<file path="config.mk">
export PLATFORM = sky130hd
export DESIGN_NAME = ctx_interleave_sched
export DESIGN_NICKNAME = d
export VERILOG_FILES = /design/src/rtl/sched_pkg.sv /design/src/rtl/ctx_sched_ctrl.sv /design/src/rtl/ctx_pc_store.sv /design/src/rtl/ctx_interleave_sched.sv
export SDC_FILE = /design/constraint.sdc
export NUM_CORES = 1
export LEC_CHECK = 0
export ABC_CLOCK_PERIOD_IN_PS = 13840
export CORE_ASPECT_RATIO = 0.75
export CORE_MARGIN = 3
export CORE_UTILIZATION = 54
export CTS_CLUSTER_DIAMETER = 150
export CTS_CLUSTER_SIZE = 8
export DETAILED_ROUTE_END_ITERATION = 10
export MAX_ROUTING_LAYER = met4
export PLACE_DENSITY_LB_ADDON = 0.15
export SKIP_LAST_GASP = 1
export SYNTH_ARGS = -nofsm -noshare
export SYNTH_HDL_FRONTEND = slang
export SYNTH_HIERARCHICAL = 1
export SYNTH_SLANG_ARGS = --single-unit
</file>
<file path="constraint.sdc">
create_clock -name clk -period 13.84 [get_ports clk]
set_input_delay 2.076 -clock clk [delete_from_list [all_inputs] [get_ports clk]]
set_output_delay 2.076 -clock clk [all_outputs]
set_load 0.01 [all_outputs]
</file>
<file path="src/rtl/sched_pkg.sv">
package sched_pkg;
  typedef enum logic [1:0] {
    CTX_READY    = 2'd0,
    CTX_WAIT_MEM = 2'd1,
    CTX_WAIT_XPL = 2'd2
  } ctxState_e;

  typedef struct packed {
    logic fire;   // current slot issues; step its PC
    logic load;   // completion accepted; load resume PC
  } pcStrobe_t;
endpackage

</file>
<file path="src/rtl/ctx_sched_ctrl.sv">
module ctx_sched_ctrl
  import sched_pkg::*;
#(
  parameter int CONTEXTS = 8,
  parameter int STAGES   = 4,
  localparam int CTX_W   = (CONTEXTS > 1) ? $clog2(CONTEXTS) : 1
) (
  input  logic             clk,
  input  logic             rstN,
  input  logic             blkValid,
  input  logic [CTX_W-1:0] blkCtx,
  input  logic             blkKind,
  input  logic             cmpValid,
  input  logic [CTX_W-1:0] cmpCtx,
  input  logic             cmpSrc,
  output logic [CTX_W-1:0] slotCtx,
  output logic             slotReady,
  output pcStrobe_t        strobe,
  output logic [CTX_W-1:0] loadCtx
);
  localparam logic [CTX_W-1:0] LAST = CTX_W'(CONTEXTS - 1);

  // no hazard logic exists, so a shallow rotation is refused outright
  if (CONTEXTS < STAGES) begin : g_badCfg
    $error("ctx_sched_ctrl: CONTEXTS must be >= STAGES");
  end

  logic [CTX_W-1:0]            slotQ;
  ctxState_e [CONTEXTS-1:0]    stateQ;
  ctxState_e                   cmpWant;
  logic                        blkInRange, cmpInRange;
  logic                        wakeHit, blockHit;

  // rotation pointer: advances every cycle, never skips
  always_ff @(posedge clk) begin
    if (!rstN)               slotQ <= '0;
    else if (slotQ == LAST)  slotQ <= '0;
    else                     slotQ <= slotQ + 1'b1;
  end

  always_comb begin
    blkInRange = 32'(blkCtx) < CONTEXTS;
    cmpInRange = 32'(cmpCtx) < CONTEXTS;
    cmpWant    = cmpSrc ? CTX_WAIT_XPL : CTX_WAIT_MEM;
    wakeHit    = cmpValid && cmpInRange && (stateQ[cmpCtx] == cmpWant);
    blockHit   = blkValid && blkInRange && (stateQ[blkCtx] == CTX_READY);
  end

  // wake needs a waiting context and block needs a ready one: never both
  always_ff @(posedge clk) begin
    if (!rstN) begin
      for (int i = 0; i < CONTEXTS; i++) stateQ[i] <= CTX_READY;
    end else begin
      for (int i = 0; i < CONTEXTS; i++) begin
        if (wakeHit && cmpCtx == CTX_W'(i))
          stateQ[i] <= CTX_READY;
        else if (blockHit && blkCtx == CTX_W'(i))
          stateQ[i] <= blkKind ? CTX_WAIT_XPL : CTX_WAIT_MEM;
      end
    end
  end

  always_comb begin
    slotCtx     = slotQ;
    slotReady   = (stateQ[slotQ] == CTX_READY);
    strobe.fire = slotReady;
    strobe.load = wakeHit;
    loadCtx     = cmpCtx;
  end

  a_r1_rotate: assert property (@(posedge clk) disable iff (!rstN)
    $past(rstN) |-> slotQ == (($past(slotQ) == LAST) ? '0 : $past(slotQ) + 1'b1));

  a_r4_block: assert property (@(posedge clk) disable iff (!rstN)
    (blkValid && blkInRange && stateQ[blkCtx] == CTX_READY)
      |=> stateQ[$past(blkCtx)] != CTX_READY);

  a_r5_wake: assert property (@(posedge clk) disable iff (!rstN)
    (cmpValid && cmpInRange && stateQ[cmpCtx] == cmpWant)
      |=> stateQ[$past(cmpCtx)] == CTX_READY);

  a_r6_ignore: assert property (@(posedge clk) disable iff (!rstN)
    (cmpValid && cmpInRange && stateQ[cmpCtx] != CTX_READY && stateQ[cmpCtx] != cmpWant)
      |=> stateQ[$past(cmpCtx)] == $past(stateQ[cmpCtx]));
endmodule

</file>
<file path="src/rtl/ctx_pc_store.sv">
module ctx_pc_store
  import sched_pkg::*;
#(
  parameter int CONTEXTS = 8,
  parameter int PC_W     = 32,
  parameter int PC_STEP  = 4,
  parameter logic [PC_W-1:0] RESET_PC = '0,
  localparam int CTX_W   = (CONTEXTS > 1) ? $clog2(CONTEXTS) : 1
) (
  input  logic             clk,
  input  logic             rstN,
  input  pcStrobe_t        strobe,
  input  logic [CTX_W-1:0] fireCtx,
  input  logic [CTX_W-1:0] loadCtx,
  input  logic [PC_W-1:0]  loadPc,
  output logic [PC_W-1:0]  firePc
);
  localparam logic [PC_W-1:0] STEP = PC_W'(PC_STEP);

  logic [CONTEXTS-1:0][PC_W-1:0] pcQ;
  logic                          sameCtx;

  assign sameCtx = strobe.load && (loadCtx == fireCtx);

  always_ff @(posedge clk) begin
    if (!rstN) begin
      for (int i = 0; i < CONTEXTS; i++) pcQ[i] <= RESET_PC;
    end else begin
      if (strobe.load)             pcQ[loadCtx] <= loadPc;
      if (strobe.fire && !sameCtx) pcQ[fireCtx] <= pcQ[fireCtx] + STEP;
    end
  end

  assign firePc = pcQ[fireCtx];

  a_r7_step: assert property (@(posedge clk) disable iff (!rstN)
    (strobe.fire && !sameCtx) |=> pcQ[$past(fireCtx)] == $past(pcQ[fireCtx]) + STEP);

  a_r5_load: assert property (@(posedge clk) disable iff (!rstN)
    strobe.load |=> pcQ[$past(loadCtx)] == $past(loadPc));
endmodule

</file>
<file path="src/rtl/ctx_interleave_sched.sv">
module ctx_interleave_sched
  import sched_pkg::*;
#(
  parameter int CONTEXTS = 8,
  parameter int STAGES   = 4,
  parameter int PC_W     = 32,
  parameter int PC_STEP  = 4,
  parameter logic [PC_W-1:0] RESET_PC = '0,
  localparam int CTX_W   = (CONTEXTS > 1) ? $clog2(CONTEXTS) : 1
) (
  input  logic             clk,
  input  logic             rstN,
  input  logic             blkValid,
  input  logic [CTX_W-1:0] blkCtx,
  input  logic             blkKind,
  input  logic             cmpValid,
  input  logic [CTX_W-1:0] cmpCtx,
  input  logic             cmpSrc,
  input  logic [PC_W-1:0]  cmpPc,
  output logic             issueValid,
  output logic [CTX_W-1:0] issueCtx,
  output logic [PC_W-1:0]  issuePc
);
  pcStrobe_t        strobe;
  logic [CTX_W-1:0] slotCtx;
  logic [CTX_W-1:0] loadCtx;
  logic             slotReady;

  ctx_sched_ctrl #(.CONTEXTS(CONTEXTS), .STAGES(STAGES)) u_ctrl (
    .clk(clk), .rstN(rstN),
    .blkValid(blkValid), .blkCtx(blkCtx), .blkKind(blkKind),
    .cmpValid(cmpValid), .cmpCtx(cmpCtx), .cmpSrc(cmpSrc),
    .slotCtx(slotCtx), .slotReady(slotReady), .strobe(strobe), .loadCtx(loadCtx)
  );

  ctx_pc_store #(.CONTEXTS(CONTEXTS), .PC_W(PC_W), .PC_STEP(PC_STEP), .RESET_PC(RESET_PC)) u_pcs (
    .clk(clk), .rstN(rstN), .strobe(strobe),
    .fireCtx(slotCtx), .loadCtx(loadCtx), .loadPc(cmpPc), .firePc(issuePc)
  );

  assign issueValid = slotReady;
  assign issueCtx   = slotCtx;
endmodule

</file>
**Word level (Yosys, flattened, before mapping)**

Index checks and enable logic that the tools add are counted.

- Input bits: 44
- Register bits after elaboration: 275
- Logic and storage cells: 97
- Output and inout port bits: 36

- Magnitude comparators: 5
- Reductions and logical operators: 36
- Muxes and demuxes: 19
- Eq/ne operators: 17
- Add/subtract/negate cells: 2
- Bitwise gates (word level): 1

Operator list:

| kind | count |
|---|---|
| $mux W256 | 3 |
| $bwmux W256 | 2 |
| $demux W32 S3 | 2 |
| $bmux W32 S3 | 1 |
| $mux W32 | 3 |
| $add A32 B3 Y32 const B | 1 |
| $eq A3 B3 Y1 const B | 9 |
| $logic_and A1 B1 Y1 | 22 |
| $bmux W2 S3 | 3 |
| $reduce_or A2 Y1 | 9 |
| $eq A3 B2 Y1 const B | 4 |
| $lt A3 B4 Y1 const B | 3 |
| $mux W2 | 5 |
| $eq A3 B1 Y1 const B | 2 |
| $ge A3 B1 Y1 const B | 2 |
| $logic_not A3 Y1 | 2 |
| $logic_not A2 Y1 | 2 |
| $add A3 B1 Y3 const B | 1 |
| $eq A3 B3 Y1 | 1 |
| $eq A2 B2 Y1 | 1 |
| $logic_not A1 Y1 | 1 |
| $not A1 Y1 | 1 |

**Longest topological paths before layout**

Gate-level depths: netlist of run 1.

- Depth in word-level cells: 9
- Mapped depth: 15

**Modules after synthesis**

The synthesis of run 1 kept the hierarchy.

Modules (own cells, without submodules):

| module | sequential area each (µm²) | instances | cells an instance | area each (µm²) |
|---|---|---|---|---|
| ctx_pc_store | 5,124.9 | 1 | 1,515 | 14,681.6 |
| ctx_sched_ctrl | 380.4 | 1 | 136 | 1,209.9 |

**Worst setup path before layout of run 1**

Ideal clock, no wire load.

- Kind: input to register
- Start: in cmpCtx[1]
- End: reg u_pcs/pcQ[7] in the netlist's numbering
- Stages: 14
- Setup slack: 7.904 ns
- Arrival time: 5.798 ns
- Required time: 13.702 ns
- Path through: buf_4 > mux4_2 > mux2_2 > or3_1 > buf_2 > a21oi_1 > buf_4 > clkbuf_1 > nand2b_1 > nor3_1 > clkbuf_1 > buf_1 > mux2i_1 > a211oi_1

- Elaborated cells on any way between the ends: 18
- Those cells by class: 2 x order compare; 2 x eq/ne; 9 x mux; 5 x reduce/logical

RTL lines:

| element | line | source |
|---|---|---|
| start: declaration | ctx_interleave_sched.sv:17 | `input logic [CTX_W-1:0] cmpCtx,` |
| $bmux W2 S3 * | ctx_sched_ctrl.sv:45 | `wakeHit = cmpValid && cmpInRange && (stateQ[cmpCtx] == cmpWant);` |
| $mux W2 (not written as such) * | ctx_sched_ctrl.sv:45 |  |
| $eq A2 B2 Y1 * | ctx_sched_ctrl.sv:45 |  |
| $logic_and A1 B1 Y1 * | ctx_sched_ctrl.sv:45 |  |
| named net u_ctrl.wakeHit | ctx_sched_ctrl.sv:32 | `logic wakeHit, blockHit;` |
| $mux W256 or $logic_and A1 B1 Y1 (tied branches) | ctx_pc_store.sv:29, ctx_pc_store.sv:23 |  |
| $mux W256 or $logic_not A1 Y1 (tied branches) | ctx_pc_store.sv:26, ctx_pc_store.sv:30 |  |
| $bwmux W256 or $logic_and A1 B1 Y1 (tied branches) | ctx_pc_store.sv:30 | `if (strobe.fire && !sameCtx) pcQ[fireCtx] <= pcQ[fireCtx] + STEP;` |
| $mux W256 * | ctx_pc_store.sv:30 |  |
| end signal: indexed assignment | ctx_pc_store.sv:29 | `if (strobe.load) pcQ[loadCtx] <= loadPc;` |
| end signal: indexed assignment | ctx_pc_store.sv:30 |  |
| end: declaration | ctx_pc_store.sv:20 | `logic [CONTEXTS-1:0][PC_W-1:0] pcQ;` |

The timed path passes the listed nets; every way through them passes the cells marked *. The select of a mux whose other input is x is not followed.
A chain may end at the register's enable or synchronous reset.

==> flow_summary.yaml, run 1 <==
sta:
  period_needed_ps: 6630
  final.setup.tns_ps: 0
  fin_worst_skew_ps: 14.3
  report.final.setup_viol: 0
  fmax_mhz: 151
  finalHoldViolCount: 0
  slew_headroom_pct: 23.2
  drv_slew: 0
  period_share_pct: 47.9
  rsz0062_at_grt: "false"
  worst_pin_slew_ps: 1150
cells_and_area:
  antenna_cells: 0
  multi_input_area_mm2: 0.00956
  final-seq-area_mm2: 0.00552
  fin_nets: 1690
  n_fill_cell: 2405
  area_growth_pct: 11.5
  drive_gt1_share_pct: 19.3
logic_synthesis:
  yosys_most_used_dff: "dfxtp_1"
  synth_compound_area_share_pct: 17.5
  yosysSeqAreaShare_pct: 34.6
  synth_top_area_share_pct: 34.6
  yosys_warnings: 6
  syn_nets: 1699
  avgSynthCellArea_um2: 9.63
  synth-async-reset-ratio_pct: 0
  syn-cell-area_mm2: 0.0159
  synth_edf_count: 0
  synth-xor-area-share_pct: 1.95
  ys_types: 82
  yosys-top-cells-area: "dfxtp_1 35%, mux2_2 10%, mux2i_1 9.8%"
  synth_top_family_by_area: "multiplexers"
  synth.largest_area_cell: "dfxtp_1"
  synth_seq_cells: 275
  synthAdderAreaFrac_pct: 0.315
  synthMuxAreaShare_pct: 27.6
  synthCells: 1651
  synthSimpleGateAreaFrac_pct: 12.5
detailed_routing:
  vias: 13300
  vias_per_cell: 6.55
  ant_nets: 0
  first_iter_violations: 1172
  post-route-drc-count: 0
  first_pass_iters: 5
  wl_per_cell_um: 23.2
  drt-total-wl_um: 47200
clocking:
  cts-buffers-inserted: 40
  root_buffer: "clkbuf_16"
  cts_buffer_depth: 3
  cts_setup_buffers: 0
  cts.sinks: 275
  clk_pin_slew_ps: 50
  htreeDepth: 2
  cts_tree: "built"
  clkLatencyLatePin_ps: 530
  post_cts_resized: 0
  cts-hold-fix-buffers: 0
critical_path:
  worstPathArrival_ps: 7030
  critPathLaunchType: "input port"
  endpoint_kind: "flop"
  crit_chain: "clkdlybuf4s50_1 -> mux4_2 -> mux2_2 -> or3_1 -> a21oi_1 -> a41oi_1 -> nor2b_1 -> nand2_2 -> buf_4 -> nor3_1 -> mux2_1 -> a221o_1"
  slowest_stage: "clkdlybuf4s50_1"
  cp_max_fo: 45
  critPathRequiredTime_ps: 14240
  setup.worst_path.class: "input port to flop"
  slowest_delay_ps: 980
grt:
  use_met2_pct: 45.6
  grt_pass1_wl_um: 73400
  grt-busiest-layer: "met2"
  first_global_vias: 12900
  met3_usage_pct: 4.40
  use_met1_pct: 41.7
  track_usage_pct: 29.9
  antenna_found_initial: 0
  overflow: 0
  grt_start_max_net_pins: 101
die:
  start_util_pct: 55.7
  num_rows: 53
  die_w_um: 204
  core_mm2: 0.0285
  num_io_pins: 80
  dieArea_mm2: 0.0315
  fp.dieH_um: 155
power:
  power_density_mw_per_mm2: 121
  switching_share_pct: 28.7
  p_switching_w: 0.000613
  p_comb_share_pct: 18.6
  power_frac_seq_pct: 40.8
  clkPwrFrac_pct: 40.6
  finalPower_w: 0.00214
  internal_power_w: 0.00153
  ir_drop_mv: 0.0826
  leakage_nw: 7.23
outcome:
  status: "completed"
min_path:
  hold_path_class: "flop to flop"
job:
  maxCapViolations: 0
place:
  dpl.hpwl_um: 27900
  gp_congestion: 0.893
  io_buffers: 79
==> critical path: cells and delay by family <==
kind / cells / cell delay (ps)
AND/OR/NAND/NOR: 4 / 1090
AO/OA/AOI/OAI: 3 / 1190
multiplexers: 3 / 1200
buffers and inverters: 2 / 1460
==> flip-flops by register name, indices dropped and copies added (netlist names) <==
register        count
u_ctrl/slotCtx      3
u_ctrl/stateQ      16
u_pcs/pcQ         256
==> final timing paths <==
| check | slack, ps | cells after the start | end | startpoint |
|---|---|---|---|---|
| min | 490 | 2 | u_pcs/pcQ[64] | u_pcs/pcQ[64] |
| max | 7210 | 12 | u_pcs/pcQ[60] | cmpCtx[1] |
| max reg2reg | 9350 | 9 | u_pcs/pcQ[127] | u_ctrl/slotCtx[0] |
| min reg2reg | 490 | 2 | u_pcs/pcQ[64] | u_pcs/pcQ[64] |
==> kinds of logic (layout without fill, tap and decap cells) <==
logic type / Yosys count / in the layout
buf+inv: 185 / 180
xor+xnor: 29 / 29
flops: 275 / 275
mux: 353 / 353
simple gates: 378 / 378
fa+ha+maj: 4 / 4
compound gates: 427 / 427
==> layout by cell type, fill, tap and decap left out, types with 5 or more instances in the layout <==
cell             count
inv_1               24
nor3_1              36
nor3_2               6
a22oi_1              8
mux2i_1            155
nand2_1             72
a31oi_1             10
nand3_1             30
mux4_2              52
o211a_1             36
nand2b_1            20
a21oi_1            127
mux2_2             142
nand4_1              6
nor3b_1             17
xnor2_1             21
a211oi_1            84
and2_1               7
xnor2_2              5
o21ai_0            117
a32oi_1              8
clkdlybuf4s50_1     78
buf_4               31
nor2_1             109
clkbuf_16           41
dfxtp_1            272
nor2b_1             14
and3_1              12
nor4_1               6
==> power by group through the flow <==
stage | clock, W | combinational [W] | sequential (W)
3_5_place_dp | 0 | 0.000391 | 0.000887
6_report | 0.000868 | 0.000398 | 0.000873
5_1_grt | 0.000910 | 0.000429 | 0.000877
4_1_cts | 0.000879 | 0.000394 | 0.000872
2_1_floorplan | 0 | 0.000282 | 0.000872
3_3_place_gp | 0 | 0.000384 | 0.000886
==> cells in the mapped netlist (3+ instances only) <==
| cell type | instances |
|---|---|
| nor4_1 | 6 |
| nor3_1 | 39 |
| buf_12 | 4 |
| buf_4 | 11 |
| a221o_1 | 3 |
| a211oi_1 | 84 |
| buf_2 | 13 |
| xnor2_2 | 5 |
| a2111oi_0 | 4 |
| a31oi_1 | 10 |
| a21oi_1 | 127 |
| nor2b_1 | 14 |
| clkbuf_1 | 108 |
| and3_1 | 12 |
| mux4_2 | 52 |
| o211ai_1 | 3 |
| nor4_2 | 3 |
| a22o_1 | 3 |
| buf_6 | 5 |
| nor3_2 | 3 |
| a32oi_1 | 8 |
| nand4_1 | 6 |
| nand3b_1 | 4 |
| nand3_1 | 30 |
| xnor2_1 | 21 |
| o21ai_0 | 117 |
| mux2i_1 | 155 |
| nand2b_1 | 20 |
| nor2_1 | 113 |
| buf_1 | 16 |
| o211a_1 | 36 |
| o32ai_1 | 3 |
| inv_1 | 25 |
| nand2_1 | 73 |
| nand4b_1 | 3 |
| and2_1 | 7 |
| or3_1 | 4 |
| dfxtp_1 | 275 |
| ha_1 | 4 |
| nor3b_1 | 19 |
| a22oi_1 | 8 |
| mux2_2 | 142 |
==> metal layers <==
metal,routed length (µm),up-vias
met5,0,-
li1,-,6115
met2,21200,564
met3,3520,94
met1,21300,6525
met4,1090,0
==> per-stage QoR <==
step / worst slack [ps] / std cells / hold WS [ps] / instance area (µm²) / util, %
after floorplan: 7900 / 1651 / 455 / 15900 / -
after global placement: 6950 / 1985 / 473 / 16700 / 58.4
after detailed placement: 6750 / 1985 / 481 / 16700 / 58.4
after CTS: 7280 / 2031 / 492 / 17700 / 62.1
after global routing: 6870 / 2031 / 500 / 17700 / 62.1
final: 7210 / 2031 / 487 / 17700 / 62.1
==> layout make-up <==
| type | count | area share, % |
|---|---|---|
| Timing Repair Buffer | 109 | 5.72 |
| Inverter | 25 | 0.537 |
| Sequential cell | 275 | 31.1 |
| Multi-Input combinational cell | 1191 | 53.9 |
| Tap cell | 385 | 2.72 |
| Clock buffer | 43 | 5.83 |
| Clock inverter | 3 | 0.141 |
Power figures use the tool's default switching activity.
==> inputs of run 2 (changes only) <==
--- a/config.mk
+++ b/config.mk
@@ -5,7 +5,7 @@
 export SDC_FILE = /design/constraint.sdc
 export NUM_CORES = 1
 export LEC_CHECK = 0
-export ABC_CLOCK_PERIOD_IN_PS = 13840
+export ABC_CLOCK_PERIOD_IN_PS = 6100
 export CORE_ASPECT_RATIO = 0.75
 export CORE_MARGIN = 3
 export CORE_UTILIZATION = 54
==> constraint.sdc (replaced) <==
create_clock -name clk -period 6.1 [get_ports clk]
set_input_delay 0.915 -clock clk [delete_from_list [all_inputs] [get_ports clk]]
set_output_delay 0.915 -clock clk [all_outputs]
set_load 0.01 [all_outputs]
==> flow_summary.yaml, run 2 (synthesis results as in run 1) <==
die:
  fp.dieH_um: 155
  num_io_pins: 80
  dieArea_mm2: 0.0315
  core_mm2: 0.0285
  start_util_pct: 55.7
  num_rows: 53
  die_w_um: 204
sta:
  fmax_mhz: 199
  period_needed_ps: 5020
  period_share_pct: 82.3
  finalHoldViolCount: 0
  fin_worst_skew_ps: 19.5
  slew_headroom_pct: 17.3
  rsz0062_at_grt: "false"
  final.setup.tns_ps: 0
  drv_slew: 0
  worst_pin_slew_ps: 1240
  report.final.setup_viol: 0
  whs_ps: 490
power:
  ir_drop_mv: 0.181
  leakage_nw: 7.29
  power_density_mw_per_mm2: 271
cells_and_area:
  fin_nets: 1704
  area_growth_pct: 12.3
  drive_gt1_share_pct: 19.9
  largest_reg_flops: 256
  regMostFlops: "u_pcs/pcQ"
  layout_commonest_cell: "dfxtp_1"
  final_cell_mix: "272 x dfxtp_1, 155 x mux2i_1, 142 x mux2_2"
critical_path:
  cp_max_fo: 20
  critPathRequiredTime_ps: 6540
  critPathLaunchType: "input port"
  setup.worst_path.class: "input port to flop"
  worstPathArrival_ps: 5460
  endpoint_kind: "flop"
clocking:
  cts.sinks: 275
  cts_setup_buffers: 0
  cts-buffers-inserted: 40
  htreeDepth: 2
  cts_tree: "built"
  clk_pin_slew_ps: 50
  cts-hold-fix-buffers: 0
  cts_buffer_depth: 3
  clkLatencyLatePin_ps: 530
  root_buffer: "clkbuf_16"
  post_cts_resized: 0
grt:
  use_met2_pct: 45.5
  use_met1_pct: 41.9
  grt-busiest-layer: "met2"
  grt_pass1_wl_um: 73000
  track_usage_pct: 29.9
  grt_start_max_net_pins: 125
  overflow: 0
  antenna_found_initial: 1
  first_global_vias: 12900
  met3_usage_pct: 4.92
job:
  maxCapViolations: 0
place:
  gp_congestion: 0.893
  io_buffers: 79
  dpl.hpwl_um: 29000
detailed_routing:
  drt-total-wl_um: 47300
  first_iter_violations: 1426
  vias_per_cell: 6.56
  ant_nets: 0
  wl_per_cell_um: 23.1
  post-route-drc-count: 0
  first_pass_iters: 5
  vias: 13400
outcome:
  status: "completed"
min_path:
  hold_path_class: "flop to flop"
## run 2: final cells by class
class / instances / area [µm²]
Fill cell: 2338 / 10700
Multi-Input combinational cell: 1191 / 9560
Sequential cell: 275 / 5520
Timing Repair Buffer: 123 / 1160
Clock buffer: 42 / 1030
Tap cell: 385 / 482
Inverter: 25 / 95.1
Clock inverter: 1 / 7.51
Antenna cell: 1 / 2.50
## run 2: layer usage
| layer | routed length, µm | part of all wire, % |
|---|---|---|
| met2 | 20900 | 44 |
| met3 | 3980 | 8.4 |
| met4 | 1030 | 2.2 |
| met1 | 21300 | 45 |
| met5 | 0 | 0 |
## run 2: through the flow
step | cell area (µm²) | std cells | setup WS (ps) | utilization, % | power, W
3_3_place_gp | 16800 | 1999 | 808 | 58.9 | 0.00289
3_5_place_dp | 16800 | 1999 | 626 | 58.9 | 0.00291
6_report | 17800 | 2043 | 1080 | 62.6 | 0.00484
5_1_grt | 17800 | 2043 | 697 | 62.6 | 0.00502
2_1_floorplan | 15900 | 1651 | 1320 | - | 0.00262
4_1_cts | 17800 | 2042 | 1130 | 62.6 | 0.00486
## run 2: final timing paths
path,cells after the start,endpoint,slack [ps],from
min,2,u_pcs/pcQ[128],490,u_pcs/pcQ[128]
min reg2reg,2,u_pcs/pcQ[128],490,u_pcs/pcQ[128]
max reg2reg,8,u_pcs/pcQ[109],1730,u_ctrl/slotCtx[0]
max,12,u_pcs/pcQ[146],1080,cmpCtx[1]
## run 2: report_power, final
group	internal (W)	switching [W]	total (W)	leakage, nW
Sequential	0.00191	0.0000919	0.00200	2.23
Clock	0.00117	0.000772	0.00195	0.507
Combinational	0.000378	0.000522	0.000900	4.55
## run 2: critical path, cell delays in order
cell	delay, ps
clkdlybuf4s50_1	610
buf_4	270
mux4_2	510
mux2i_1	200
or3_1	370
a21oi_1	240
a41oi_1	560
nand2_1	230
nor3_2	800
buf_4	390
o21ai_0	140
a21oi_1	200
